### src/rtl/dram_useq.sv
module dram_useq #(
  parameter int WORD_W    = 32,
  parameter int DEPTH     = 64,
  parameter int ADDR_W    = 20,
  parameter int MA_W      = 12,
  parameter int LOOP_W    = 4,
  parameter int RD_START  = 0,
  parameter int BRD_START = 8,
  parameter int WR_START  = 24,
  parameter int REF_START = 48
) (
  input  logic              clk,
  input  logic              rst_n,
  input  logic [WORD_W-1:0] cfg_din,
  input  logic              cfg_din_we,
  input  logic              cfg_cmd_we,
  input  logic [1:0]        cfg_cmd_op,
  input  logic [$clog2(DEPTH)-1:0] cfg_cmd_idx,
  output logic [WORD_W-1:0] cfg_dout,
  input  logic              cfg_sam,
  input  logic [2:0]        cfg_cols,
  input  logic [LOOP_W-1:0] cfg_rd_loops,
  input  logic [LOOP_W-1:0] cfg_wr_loops,
  input  logic [1:0]        cfg_dis,
  input  logic              req_valid,
  input  logic              req_write,
  input  logic              req_burst,
  input  logic              req_hit,
  input  logic [ADDR_W-1:0] req_addr,
  output logic              req_ack,
  input  logic              refresh_req,
  output logic              refresh_ack,
  input  logic              mem_wait,
  output logic              mem_ras_n,
  output logic              mem_cas_n,
  output logic              mem_we_n,
  output logic              mem_oe_n,
  output logic [MA_W-1:0]   mem_addr,
  output logic              busy,
  output logic              done
);
  localparam int IDX_W = $clog2(DEPTH);
  localparam logic [1:0] OP_STORE = 2'b01;
  localparam logic [1:0] OP_FETCH = 2'b10;

  logic [WORD_W-1:0] ucode [DEPTH];
  logic [WORD_W-1:0] stage_q;
  logic [IDX_W-1:0]  pc_q, loop_pc_q;
  logic [LOOP_W-1:0] loop_cnt_q;
  logic [1:0]        dis_q;
  logic [ADDR_W-1:0] addr_q;
  logic              run_q, col_q, in_loop_q;

  logic [WORD_W-1:0] word;
  logic [3:0]        w_stb;
  logic [1:0]        w_amx;
  logic              w_mark, w_wait, w_last;
  logic              unused_bits;

  assign word        = ucode[pc_q];
  assign w_stb       = word[3:0];
  assign w_amx       = word[5:4];
  assign w_mark      = word[6];
  assign w_wait      = word[7];
  assign w_last      = word[8];
  assign unused_bits = ^word[WORD_W-1:9];

  logic accept, ref_go, acc_go, stall, step;
  assign accept      = !run_q && dis_q == 2'd0;
  assign ref_go      = accept && refresh_req;
  assign acc_go      = accept && !refresh_req && req_valid && req_hit;
  assign stall       = run_q && w_wait && mem_wait;
  assign step        = run_q && !stall;

  assign req_ack     = acc_go;
  assign refresh_ack = ref_go;
  assign busy        = run_q;
  assign done        = step && w_last;
  assign cfg_dout    = stage_q;

  assign {mem_ras_n, mem_cas_n, mem_we_n, mem_oe_n} = run_q ? w_stb : 4'hF;

  logic [4:0]        ncol;
  logic [ADDR_W-1:0] row_full, col_full;
  assign ncol     = 5'd8 + {2'b00, cfg_cols};
  assign row_full = addr_q >> ncol;
  assign col_full = addr_q & ~({ADDR_W{1'b1}} << ncol);
  assign mem_addr = !run_q ? '0 : (col_q ? col_full[MA_W-1:0] : row_full[MA_W-1:0]);

  logic [IDX_W-1:0] acc_start;
  assign acc_start = req_write ? IDX_W'(WR_START)
                   : (req_burst ? IDX_W'(BRD_START) : IDX_W'(RD_START));

  always_ff @(posedge clk) begin
    if (cfg_cmd_we && cfg_cmd_op == OP_STORE) ucode[cfg_cmd_idx] <= stage_q;
  end

  always_ff @(posedge clk or negedge rst_n) begin
    if (!rst_n) stage_q <= '0;
    else if (cfg_din_we) stage_q <= cfg_din;
    else if (cfg_cmd_we && cfg_cmd_op == OP_FETCH) stage_q <= ucode[cfg_cmd_idx];
  end

  always_ff @(posedge clk or negedge rst_n) begin
    if (!rst_n) begin
      run_q      <= 1'b0;
      pc_q       <= '0;
      loop_pc_q  <= '0;
      loop_cnt_q <= '0;
      in_loop_q  <= 1'b0;
      col_q      <= 1'b0;
      dis_q      <= 2'd0;
      addr_q     <= '0;
    end else if (ref_go) begin
      run_q      <= 1'b1;
      pc_q       <= IDX_W'(REF_START);
      loop_cnt_q <= '0;
      in_loop_q  <= 1'b0;
      col_q      <= cfg_sam;
      addr_q     <= '0;
    end else if (acc_go) begin
      run_q      <= 1'b1;
      pc_q       <= acc_start;
      loop_cnt_q <= req_write ? cfg_wr_loops : cfg_rd_loops;
      in_loop_q  <= 1'b0;
      col_q      <= cfg_sam;
      addr_q     <= req_addr;
    end else if (step) begin
      if (w_amx == 2'b00) col_q <= 1'b0;
      else if (w_amx == 2'b01) col_q <= 1'b1;
      if (w_last) begin
        run_q <= 1'b0;
        dis_q <= cfg_dis;
      end else if (w_mark && in_loop_q && loop_cnt_q > LOOP_W'(1)) begin
        loop_cnt_q <= loop_cnt_q - 1'b1;
        pc_q       <= loop_pc_q;
        in_loop_q  <= 1'b0;
      end else begin
        pc_q <= pc_q + 1'b1;
        if (w_mark) begin
          in_loop_q <= !in_loop_q;
          if (!in_loop_q) loop_pc_q <= pc_q;
        end
      end
    end else if (!run_q && dis_q != 2'd0) begin
      dis_q <= dis_q - 1'b1;
    end
  end


  store_lands_chk: assert property (@(posedge clk) disable iff (!rst_n)
    (cfg_cmd_we && cfg_cmd_op == OP_STORE) |=> ucode[$past(cfg_cmd_idx)] == $past(stage_q));


  refresh_first_chk: assert property (@(posedge clk) disable iff (!rst_n)
    req_ack |-> !refresh_req);


  refresh_addr_chk: assert property (@(posedge clk) disable iff (!rst_n)
    refresh_ack |=> busy && mem_addr == '0);


  last_ends_chk: assert property (@(posedge clk) disable iff (!rst_n)
    done |=> !busy);


  wait_hold_chk: assert property (@(posedge clk) disable iff (!rst_n)
    stall |=> busy && $stable(mem_addr) && $stable({mem_ras_n, mem_cas_n, mem_we_n, mem_oe_n}));
endmodule

### config.mk
export PLATFORM = sky130hd
export DESIGN_NAME = dram_useq
export DESIGN_NICKNAME = d
export VERILOG_FILES = /design/src/rtl/dram_useq.sv
export SDC_FILE = /design/constraint.sdc
export NUM_CORES = 2
export LEC_CHECK = 0
export BUFFER_PORTS_ARGS = -buffer_cell sky130_fd_sc_hd__buf_2
export CORE_MARGIN = 2
export CORE_UTILIZATION = 57
export CTS_BUF_LIST = sky130_fd_sc_hd__clkbuf_4
export DETAILED_ROUTE_END_ITERATION = 8
export PLACE_DENSITY = 0.79
export SYNTH_ARGS = -nofsm -noshare
export SYNTH_HDL_FRONTEND = slang
export SYNTH_SLANG_ARGS = --single-unit
### constraint.sdc
create_clock -name clk -period 3.7 [get_ports clk]
set_input_delay 0.37 -clock clk [delete_from_list [all_inputs] [get_ports clk]]
set_output_delay 0.37 -clock clk [all_outputs]
set_load 0.05 [all_outputs]
==> results.tsv <==
stage	metric	value	unit
status	status	finished with violations	
status	failing checks	negative setup slack	
detailed_routing	vias per std cell	7.34	
synthesis	Seq cells post-synth	2121	
detailed_routing	initial drt markers	11200	
sta	Final Slew Violations	0	
synthesis	Post-Syn Instances	4651	
sta	fin crit period	4.50	ns
setup_path	CP Capture Type	primary output	
floorplan	Die Width	385	um
detailed_routing	drt first pass iters	9	
sta	Setup Skew	0.158	ns
floorplan	I/O Pins	136	
detailed_routing	WL/cell	35.8	um
clocking	cts bufs inserted	532	
clocking	clock-pin transition on the worst setup and hold timing paths	0.09	ns
clocking	CTS tree	done	
placed_design	Placement Setup Slack	-0.0828	ns
synthesis	yosys warns	0	
synthesis	fraction of the mapped netlist area in simple logic gates	0.0260	
synthesis	Top FF cell, synth	edfxtp_1	
floorplan	die area	0.148	mm2
setup_path	CP max FO	6	
synthesis	Async SR Flop Fraction	0.0344	
synthesis	leading area contributor after synthesis	edfxtp_1	
synthesis	top post-synthesis cells by count	edfxtp_1 (2,048), a22oi_1 (794), mux4_2 (159)	
setup_path	WP data required	3.33	ns
clocking	Root Buffer	clkbuf_4	
power	pwr dens	574	mW/mm2
clocking	Longest Clk Path Bufs	4	
detailed_routing	DRC Markers	0	
floorplan	core area	0.144	mm2
placed_design	DP HPWL	159	mm
flow_run	max cap viols	0	
sta	Hold Slack	0.102	ns
clocking	CTS H-Tree Depth	6	
global_route	GRT overflow	0	
synthesis	top cells by area, synth	edfxtp_1 (74%), a22oi_1 (7.2%), mux4_2 (4.3%)	
global_route	Total GRT Usage	0.379	
synthesis	mux cell area share after synthesis	0.0551	
global_route	pin count of the biggest net entering global routing	67	
sta	final-report hold violation count	0	
global_route	first-pass GRT wire length	396	mm
synthesis	Synth Area in Adders	0.000605	
placed_design	GP Congestion	0.966	
sta	Tcrit/Tclk final	1.22	
sta	worst setup margin	-0.802	ns
synthesis	syn_area_per_cell	17.8	um2
setup_path	CP arrival	4.13	ns
setup_path	critical path class	flop to primary output	
power	total power	56.4	mW
power	Leakage	31.9	nW
synthesis	Yosys top cell area share	0.744	
synthesis	Distinct cells, synth	70	
sta	slew margin rel.	0.118	
clocking	worst skew pair latency	1.40	ns
sta	Final setup viols	5	
synthesis	post-synthesis sequential area ratio	0.766	
worst_hold_path	Hold Path Class	input pin to flop	
power	peak supply drop	0.288	mV
layout	Synth-to-Final Area Change	18.9	%
synthesis	syn nets	4739	
floorplan	# rows	139	
detailed_routing	routed via count	58000	
sta	Peak Freq	222	MHz
global_route	vias in the first global route	57400	
floorplan	chip height	385	um
detailed_routing	drt total wl	283	mm
placed_design	port bufs	135	
clocking	clock sink count	2121	
layout	nets	5700	
synthesis	post-synthesis compound-gate area fraction	0.132	
global_route	initial antenna violation count	13	
layout	layout cells sized above 1	0.291	
synthesis	EDFF count, synth	2048	
floorplan	Starting Density	0.575	
synthesis	Synth Area in XOR/XNOR	0.000424	
detailed_routing	antenna viol nets, final	0	
sta	Tightest Pin Transition	1.32	ns
synthesis	most common cell in the netlist	edfxtp_1	
sta	unrepaired setup endpoints after global routing	true	
setup_path	Worst setup SP type	flop	
synthesis	Mapped Area	0.0827	mm2
synthesis	combinational family with the most area after synthesis	compound AO/OA/AOI/OAI gates	
## final timing paths
check | start | end | slack [ns] | depth (start not counted)
worst max-delay path | pc_q[0]$_DFFE_PN0P_ | done | -0.80 | 10
worst min-delay path | cfg_cmd_op[1] | ucode[54][26]$_DFFE_PP_ | 0.10 | 7
worst max register to register | pc_q[0]$_DFFE_PN0P_ | pc_q[0]$_DFFE_PN0P_ | 0.09 | 11
worst min register to register | dis_q[0]$_DFFE_PN0P_ | dis_q[0]$_DFFE_PN0P_ | 0.48 | 1
max in group asynchronous | rst_n | cfg_dout[19]$_DFFE_PN0P_ | 2.85 | 4
min in group asynchronous | rst_n | cfg_dout[27]$_DFFE_PN0P_ | 0.37 | 4
## through the flow
stage	area [um2]	std cells	utilization	setup TNS [ns]
6_report	98300	7893	0.683	-3.71
5_1_grt	98200	7879	0.683	-3.73
4_1_cts	98100	7867	0.682	-4.30
3_5_place_dp	89100	6756	0.619	-0.0828
3_3_place_gp	89100	6756	0.619	-0.0522
2_1_floorplan	82700	4651	-	-198.07
## where the power goes
part / internal [mW] / switching (mW) / leakage, nW
registers: 27.3 / 0.648 / 19.4
clock network: 10.4 / 9.37 / 3.96
logic: 3.67 / 5.02 / 8.53
## state kept, by name, summed over array words and instances (netlist names)
| register | count |
|---|---|
| addr_q | 20 |
| busy | 1 |
| cfg_dout | 32 |
| col_q | 1 |
| dis_q | 2 |
| in_loop_q | 1 |
| loop_cnt_q | 4 |
| loop_pc_q | 6 |
| pc_q | 6 |
| ucode | 2048 |
## cells in the final DEF (no fill, tap or decap), types with 13 or more instances in the layout
cell type	synthesis	routed
a2111oi_0	23	22
nor2_4	0	64
a41oi_1	104	104
nand4_1	57	57
o211ai_1	14	14
dfrtp_1	73	38
clkinv_1	2	76
inv_2	1	20
a222oi_1	16	16
diode_2	0	20
edfxtp_1	2048	2048
mux4_2	159	159
a22oi_1	794	794
buf_12	0	96
a31oi_1	74	73
a22o_1	95	95
nand2_1	146	141
buf_2	103	128
nor2_1	133	69
a21oi_1	80	80
a221oi_1	97	96
nand3_1	24	21
mux2_2	35	35
o21ai_0	62	62
buf_4	11	342
inv_1	16	13
o31ai_1	28	28
or4_1	24	23
clkbuf_4	0	776
dfrtp_2	0	32
dlygate4sd3_1	0	193
mux2i_1	56	56
## metal layers
| layer | GRT usage | vias to the layer above | routed length, um |
|---|---|---|---|
| li1 | - | 22100 | - |
| met1 | 0.469 | 27900 | 86600 |
| met2 | 0.543 | 6508 | 121000 |
| met3 | 0.156 | 1497 | 50900 |
| met4 | 0.268 | 16 | 23900 |
| met5 | 0 | - | 100 |
## worst max-delay path: stages (launching register included)
cell     delay [ns]
dfrtp_4        0.55
buf_4          0.17
buf_4          0.15
buf_4          0.13
mux4_2         0.35
nor2_1         0.05
nor4b_2        0.46
nor4_2         0.14
or4_4          0.61
inv_2          0.09
buf_8          0.14
## timing repair
action                     4_1_cts  5_1_grt
hold buffers                   194        1
buffers inserted                21        7
hold endpoints to repair       135        3
setup endpoints to repair        8       13
pin swaps                        1        2
gates resized for setup         41        8
gates cloned                     4        1
## layout make-up
| type | instances | area (um2) |
|---|---|---|
| antenna | 20 | 50.0 |
| clock buffer | 775 | 5820 |
| clock inverter | 117 | 786 |
| fill | 8642 | 45600 |
| inverter | 19 | 75.1 |
| multi-input combinational | 2160 | 18400 |
| sequential | 2121 | 63400 |
| tap | 1903 | 2380 |
| timing repair buffer | 778 | 7400 |
## cell families after synthesis
logic type	count (synthesis)
AO/OA/AOI/OAI	1447
buffers and inverters	370
flip-flops	2121
adder cells (fa/ha/maj)	4
XOR/XNOR	4
multiplexers	251
AND/OR/NAND/NOR	454
Power figures use the tool's default switching activity.
